### src/rtl/utx_pkg.sv
package utx_pkg;
  localparam int REG_W = 8;
  localparam int ADDR_W = 3;
  localparam int DIV_W = 2 * REG_W;
  localparam int FRAME_W = 12;
  localparam int BCNT_W = $clog2(FRAME_W + 1);

  localparam logic [ADDR_W-1:0] ADR_DATA = 3'd0;
  localparam logic [ADDR_W-1:0] ADR_IEN = 3'd1;
  localparam logic [ADDR_W-1:0] ADR_LINE = 3'd3;
  localparam logic [ADDR_W-1:0] ADR_STAT = 3'd5;

  typedef struct packed {
    logic brk;
    logic stky;
    logic evenSel;
    logic parEn;
    logic [1:0] wordSel;
  } lineCfg_t;

  typedef struct packed {
    logic load;
    logic shift;
  } utxStrobe_t;
endpackage

### src/rtl/utx_ctrl.sv
module utx_ctrl
  import utx_pkg::*;
#(
  parameter int OVS = 16
) (
  input  logic              clk,
  input  logic              rstN,
  input  logic [ADDR_W-1:0] regAddr,
  input  logic              regWr,
  input  logic [REG_W-1:0]  regWrData,
  output logic [REG_W-1:0]  regRdData,
  output lineCfg_t          lineCfg,
  output logic [REG_W-1:0]  holdByte,
  output utxStrobe_t        strobe,
  output logic              busy,
  output logic              txEmpty,
  output logic [DIV_W-1:0]  divisor
);
  localparam int LONG_OVS = OVS + OVS / 2;
  localparam int SUB_W = $clog2(LONG_OVS);

  logic [REG_W-1:0] lineQ, ienQ, divLoQ, divHiQ, holdQ;
  logic holdFull;
  logic [DIV_W-1:0] divCnt;
  logic [SUB_W-1:0] subCnt, bitLimit;
  logic [BCNT_W-1:0] bitsLeft, frameLen;
  logic longLast;
  logic bankSel, divNz, subTick, lastBit, bitDone, frameEnd, loadNow;
  logic wrHold, wrIen, wrDivLo, wrDivHi, wrLine;

  assign bankSel = lineQ[7];
  assign divisor = {divHiQ, divLoQ};
  assign divNz = divisor != '0;
  assign holdByte = holdQ;

  assign wrHold  = regWr && regAddr == ADR_DATA && !bankSel;
  assign wrDivLo = regWr && regAddr == ADR_DATA && bankSel;
  assign wrIen   = regWr && regAddr == ADR_IEN && !bankSel;
  assign wrDivHi = regWr && regAddr == ADR_IEN && bankSel;
  assign wrLine  = regWr && regAddr == ADR_LINE;

  assign lineCfg = '{brk: lineQ[6], stky: lineQ[5], evenSel: lineQ[4],
                     parEn: lineQ[3], wordSel: lineQ[1:0]};

  // start + data (5..8) + parity + stop bits (2 only when 2 stops apply)
  always_comb begin
    frameLen = BCNT_W'(6) + BCNT_W'(lineQ[1:0]) + BCNT_W'(lineQ[3]);
    if (lineQ[2] && lineQ[1:0] != 2'b00) frameLen = frameLen + BCNT_W'(2);
    else frameLen = frameLen + BCNT_W'(1);
  end

  assign subTick = busy && divNz &&
                   (({1'b0, divCnt} + (DIV_W+1)'(1)) >= {1'b0, divisor});
  assign lastBit = bitsLeft == BCNT_W'(1);
  assign bitLimit = (lastBit && longLast) ? SUB_W'(LONG_OVS - 1) : SUB_W'(OVS - 1);
  assign bitDone = subTick && subCnt == bitLimit;
  assign frameEnd = bitDone && lastBit;
  assign loadNow = holdFull && divNz && (!busy || frameEnd);

  assign strobe = '{load: loadNow, shift: bitDone && !lastBit};
  assign txEmpty = !busy && !holdFull;

  always_ff @(posedge clk or negedge rstN) begin
    if (!rstN) begin
      lineQ <= '0;
      ienQ <= '0;
      divLoQ <= '0;
      divHiQ <= '0;
      holdQ <= '0;
      holdFull <= 1'b0;
    end else begin
      if (wrLine) lineQ <= regWrData;
      if (wrIen) ienQ <= regWrData;
      if (wrDivLo) divLoQ <= regWrData;
      if (wrDivHi) divHiQ <= regWrData;
      if (wrHold) holdQ <= regWrData;
      if (wrHold) holdFull <= 1'b1;
      else if (loadNow) holdFull <= 1'b0;
    end
  end

  always_ff @(posedge clk or negedge rstN) begin
    if (!rstN) begin
      busy <= 1'b0;
      divCnt <= '0;
      subCnt <= '0;
      bitsLeft <= '0;
      longLast <= 1'b0;
    end else if (loadNow) begin
      busy <= 1'b1;
      divCnt <= '0;
      subCnt <= '0;
      bitsLeft <= frameLen;
      longLast <= lineQ[2] && lineQ[1:0] == 2'b00;
    end else if (frameEnd) begin
      busy <= 1'b0;
      divCnt <= '0;
      subCnt <= '0;
      bitsLeft <= '0;
    end else if (busy && divNz) begin
      divCnt <= subTick ? '0 : divCnt + DIV_W'(1);
      if (subTick) begin
        subCnt <= bitDone ? '0 : subCnt + SUB_W'(1);
        if (bitDone) bitsLeft <= bitsLeft - BCNT_W'(1);
      end
    end
  end

  always_comb begin
    case (regAddr)
      ADR_DATA: regRdData = bankSel ? divLoQ : '0;
      ADR_IEN:  regRdData = bankSel ? divHiQ : ienQ;
      ADR_LINE: regRdData = lineQ;
      ADR_STAT: regRdData = {1'b0, txEmpty, !holdFull, 5'b0};
      default:  regRdData = '0;
    endcase
  end
endmodule

### src/rtl/utx_dp.sv
module utx_dp
  import utx_pkg::*;
(
  input  logic             clk,
  input  logic             rstN,
  input  utxStrobe_t       strobe,
  input  lineCfg_t         lineCfg,
  input  logic [REG_W-1:0] holdByte,
  input  logic             busy,
  output logic             txd
);
  logic [FRAME_W-1:0] shiftQ, frameNext;
  logic [REG_W-1:0] dataMask;
  logic parBit;
  int unsigned dataLen;

  always_comb begin
    dataLen = 5 + int'(lineCfg.wordSel);
    for (int i = 0; i < REG_W; i++) dataMask[i] = (i < dataLen) ? holdByte[i] : 1'b0;
    if (lineCfg.stky) parBit = !lineCfg.evenSel;
    else parBit = lineCfg.evenSel ? ^dataMask : ~^dataMask;
  end

  generate
    for (genvar k = 0; k < FRAME_W; k++) begin : g_frame
      if (k == 0) begin : g_start
        assign frameNext[k] = 1'b0;
      end else if (k <= REG_W) begin : g_data
        assign frameNext[k] = (k <= dataLen) ? dataMask[k-1] :
                              (k == dataLen + 1 && lineCfg.parEn) ? parBit : 1'b1;
      end else begin : g_tail
        assign frameNext[k] = (k == dataLen + 1 && lineCfg.parEn) ? parBit : 1'b1;
      end
    end
  endgenerate

  always_ff @(posedge clk or negedge rstN) begin
    if (!rstN) shiftQ <= '1;
    else if (strobe.load) shiftQ <= frameNext;
    else if (strobe.shift) shiftQ <= {1'b1, shiftQ[FRAME_W-1:1]};
  end

  assign txd = lineCfg.brk ? 1'b0 : (busy ? shiftQ[0] : 1'b1);
endmodule

### src/rtl/utx_top.sv
module utx_top
  import utx_pkg::*;
#(
  parameter int OVS = 16
) (
  input  logic              clk,
  input  logic              rstN,
  input  logic [ADDR_W-1:0] regAddr,
  input  logic              regWr,
  input  logic [REG_W-1:0]  regWrData,
  output logic [REG_W-1:0]  regRdData,
  output logic              txd,
  output logic              txEmpty
);
  lineCfg_t lineCfg;
  utxStrobe_t strobe;
  logic [REG_W-1:0] holdByte;
  logic busy;
  logic [DIV_W-1:0] divisor;

  utx_ctrl #(.OVS(OVS)) i_ctrl (
    .clk(clk), .rstN(rstN), .regAddr(regAddr), .regWr(regWr),
    .regWrData(regWrData), .regRdData(regRdData), .lineCfg(lineCfg),
    .holdByte(holdByte), .strobe(strobe), .busy(busy), .txEmpty(txEmpty),
    .divisor(divisor)
  );

  utx_dp i_dp (
    .clk(clk), .rstN(rstN), .strobe(strobe), .lineCfg(lineCfg),
    .holdByte(holdByte), .busy(busy), .txd(txd)
  );
endmodule

### config.mk
export PLATFORM = sky130hd
export DESIGN_NAME = utx_top
export DESIGN_NICKNAME = d
export VERILOG_FILES = /design/src/rtl/utx_pkg.sv /design/src/rtl/utx_ctrl.sv /design/src/rtl/utx_dp.sv /design/src/rtl/utx_top.sv
export SDC_FILE = /design/constraint.sdc
export NUM_CORES = 1
export LEC_CHECK = 0
export CAP_MARGIN = 20
export CORE_AREA = 2 2 109 85
export CTS_BUF_LIST = sky130_fd_sc_hd__clkbuf_16
export DETAILED_ROUTE_END_ITERATION = 12
export DIE_AREA = 0 0 111 87
export DONT_BUFFER_PORTS = 1
export PLACE_DENSITY = 0.7
export RECOVER_POWER = 25
export REMOVE_ABC_BUFFERS = 1
export SLEW_MARGIN = 20
export SYNTH_ARGS = -nofsm -noshare
export SYNTH_HDL_FRONTEND = slang
export SYNTH_SLANG_ARGS = --single-unit
### constraint.sdc
create_clock -name clk -period 4.7 [get_ports clk]
set_input_delay 0.235 -clock clk [delete_from_list [all_inputs] [get_ports clk]]
set_output_delay 0.235 -clock clk [all_outputs]
set_load 0.05 [all_outputs]
==> impl_metrics.env <==
export IMPL_fin_area_um2=5150
export IMPL_ctsHoldBuffers=2
export IMPL_critical_path_class="flop to flop"
export IMPL_finalWeightedCongestion=0.904
export IMPL_yosys_top_cells_count="dfrtp_1, nand2_1, mux2_2, nor2_1, inv_1"
export IMPL_synth_xor_area_share_pct=4.57
export IMPL_drv_slew=81
export IMPL_clk_pin_slew_ns=0.06
export IMPL_fillers=712
export IMPL_place_ws_ns=0.651
export IMPL_yosysSeqAreaShare_pct=42.8
export IMPL_power_density_nw_per_um2=456
export IMPL_setup_tns_ns=0
export IMPL_gr_total_overflow=0
export IMPL_crit_fanout=13
export IMPL_skew_ns=0.00549
export IMPL_dieArea_um2=9660
export IMPL_netSwitchingFraction_pct=32.5
export IMPL_synth_area_leaders="dfrtp_1, mux2_2, ha_1"
export IMPL_status="finished with violations"
export IMPL_grt_pass1_vias=3713
export IMPL_power_internal_w=0.00159
export IMPL_avgRoutedWirePerCell_um=18.8
export IMPL_synth_mux_area_fraction_pct=9.62
export IMPL_use_met2_pct=39.6
export IMPL_area_delta_synth_final_pct=9.38
export IMPL_nNetsFinal=525
export IMPL_dieHeight_um=87
export IMPL_clock_path_buffers=2
export IMPL_drc=0
export IMPL_post_route_period_util_pct=89.5
export IMPL_min_path_type="input pin to flop"
export IMPL_cts_buffers=9
export IMPL_grt_busiest_layer="met2"
export IMPL_synthFlopType="dfrtp_1"
export IMPL_start_kind="flop"
export IMPL_seqPwrFrac_pct=41.6
export IMPL_finalPower_w=0.00235
export IMPL_cts_tree="yes"
export IMPL_min_period_ns=4.21
export IMPL_antenna_found_initial=0
export IMPL_drive_gt1_share_pct=15.5
export IMPL_first_pass_iters=5
export IMPL_synth_most_common_cell="dfrtp_1"
export IMPL_maxSlewHeadroom_pct=-33.0
export IMPL_ys_warn_count=0
export IMPL_dpl_hpwl_mm=8.09
export IMPL_hold_violations=0
export IMPL_grtUsageTotal_pct=25.4
export IMPL_yosys_area_share_simple_pct=17.0
export IMPL_post_cts_resized=0
export IMPL_grt_pass1_wl_mm=19.3
export IMPL_synth_seq_cells=80
export IMPL_cts_setup_buffers=0
export IMPL_htree_levels=3
export IMPL_vdd_drop_max_mv=0.343
export IMPL_synth_compound_area_share_pct=15.4
export IMPL_tightest_slew_ns=1.99
export IMPL_antenna_cells=0
export IMPL_grtUsageMet3_pct=7.03
export IMPL_cp_end_kind="flop"
export IMPL_pwr_share_comb_pct=24.6
export IMPL_finish_utilization_pct=59.4
export IMPL_vias=3726
export IMPL_synth_cell_type_count=63
export IMPL_p_leak_nw=2.34
export IMPL_critPathRequiredTime_ns=4.98
export IMPL_syn_avg_cell_area_um2=9.73
export IMPL_violations="capacitance limit, slew limit"
export IMPL_io_buffers=0
export IMPL_grt_met1_usage_pct=35.1
export IMPL_drt_initial_drc_count=357
export IMPL_synth_top_family_by_area="simple AND/OR/NAND/NOR gates"
export IMPL_yosysTopAreaCellShare_pct=36.1
export IMPL_netlist_instances=484
export IMPL_clkPwrFrac_pct=33.8
export IMPL_clock_latency_ns=0.34
export IMPL_syn_cell_area_um2=4710
export IMPL_viasPerCell=6.19
export IMPL_synth_edf_count=0
export IMPL_die_w_um=111
export IMPL_drt_wl_total_mm=11.3
export IMPL_setup_viol=0
export IMPL_grt_max_degree=81
export IMPL_async_flop_share_pct=100
export IMPL_clkSinkCount=80
export IMPL_core_um2=8670
export IMPL_place_area_um2=4800
export IMPL_synth_fa_ha_area_share_pct=6.91
export IMPL_initial_core_util_pct=54.3
export IMPL_switchingPower_w=0.000764
export IMPL_drt_antenna_violating_nets=0
export IMPL_synth_top_area_cell="dfrtp_1"
export IMPL_cap_violations=1
export IMPL_rsz0062_at_grt="false"
export IMPL_root_buffer="clkbuf_16"
export IMPL_arrival_ns=4.49
export IMPL_io_pins=24
export IMPL_fmaxAchievable_ghz=0.238
export IMPL_fin_ws_ns=0.494
export IMPL_rows=30
-- worst max-delay path: stages, from the launching register on --
cell and delay (ns):
dfrtp_1 0.44, ha_1 0.27, nand3_2 0.19, nor4_1 0.51, xor2_1 0.16, ha_1 0.35, nand4_1 0.17, nor4_1 0.36
o21bai_1 0.20, a41oi_2 0.47, nand3_1 0.48, o32a_1 0.48, nand2_1 0.06
-- power by group through the flow --
stage          logic [W]  registers [W]  clock network (W)
2_1_floorplan   0.000460       0.000925                  0
3_3_place_gp    0.000536       0.000978                  0
4_1_cts         0.000583       0.000971           0.000807
5_1_grt         0.000659       0.000992           0.000833
3_5_place_dp    0.000556       0.000983                  0
6_report        0.000578       0.000977           0.000795
-- logic make-up (layout without fill, tap and decap cells) --
group                      count (synthesis)  in the layout
adders and majority gates                 26             26
DFF                                       80             80
and+or+nand+nor                          167            167
xor gates and xnor gates                  23             23
AOI/OAI and AO/OA                        104            104
buffers and inverters                     43             49
muxes                                     41             41
-- state kept, by name, summed over array words and instances, names as in the netlist --
signal	cells
i_ctrl.divCnt	16
i_ctrl.divHiQ	8
i_ctrl.holdByte	8
i_ctrl.busy	1
i_ctrl.lineQ	8
i_dp.shiftQ	12
i_ctrl.longLast	1
i_ctrl.bitsLeft	4
i_ctrl.divLoQ	8
i_ctrl.ienQ	8
i_ctrl.subCnt	5
i_ctrl.holdFull	1
-- final cells by class --
class | instances | area, um2 | share of cell area (%)
Multi-Input combinational cell | 361 | 2520 | 48.9
Sequential cell | 80 | 2020 | 39.2
Clock buffer | 9 | 225 | 4.37
Tap cell | 112 | 140 | 2.72
Clock inverter | 7 | 111 | 2.16
Inverter | 29 | 109 | 2.11
Timing Repair Buffer | 4 | 30.0 | 0.583
-- stage by stage --
stage	instances	hold slack [ns]
4_1_cts	602	0.00818
2_1_floorplan	470	-0.0606
6_report	602	0.0105
3_5_place_dp	584	-0.0580
3_3_place_gp	584	-0.0581
5_1_grt	602	0.00660
-- path summary, 6_finish.rpt --
path	end	cells past startpoint	slack [ns]	from
setup / recovery	i_ctrl.bitsLeft[3]$_DFFE_PN0P_	12	0.49	i_ctrl.divCnt[0]$_DFFE_PN0P_
hold / removal	i_ctrl.divHiQ[4]$_DFFE_PN0P_	2	0.01	regWrData[4]
setup reg to reg	i_ctrl.bitsLeft[3]$_DFFE_PN0P_	12	0.49	i_ctrl.divCnt[0]$_DFFE_PN0P_
hold reg to reg	i_dp.shiftQ[11]$_DFFE_PN1P_	2	0.47	i_dp.shiftQ[11]$_DFFE_PN1P_
max in group asynchronous	i_ctrl.divHiQ[1]$_DFFE_PN0P_	2	2.51	rstN
min in group asynchronous	i_ctrl.bitsLeft[3]$_DFFE_PN0P_	2	1.03	rstN
-- per-layer routing --
metal	vias to the layer above	routed length [um]	share of wire, %
met5	-	0	0
met3	18	892	7.9
li1	1745	-	-
met2	139	5100	45
met4	0	204	1.8
met1	1824	5140	45
-- layout by cell type (no fill, tap or decap), types with 2 or more instances in the layout --
cell type  count
buf_4          2
nand4_1        5
nor2b_1        5
bufinv_16      3
o21ai_0       25
a211o_1        2
dfstp_2       12
o211ai_1       5
nand3_1       19
nor4_1         7
clkbuf_16      9
clkinv_2       2
nor3_1         9
dfrtp_1       68
nand2b_1       4
a21oi_1       22
mux2i_1        7
xnor2_1       13
and2_1         4
or4_1          2
a221o_1        6
a211oi_1       2
and3_1         7
a22o_1         6
mux2_2        34
xor2_1         9
a21o_1         5
inv_1         30
nand2_1       66
nor2_1        31
ha_1          26
o22ai_1        9
Power figures use the tool's default switching activity.
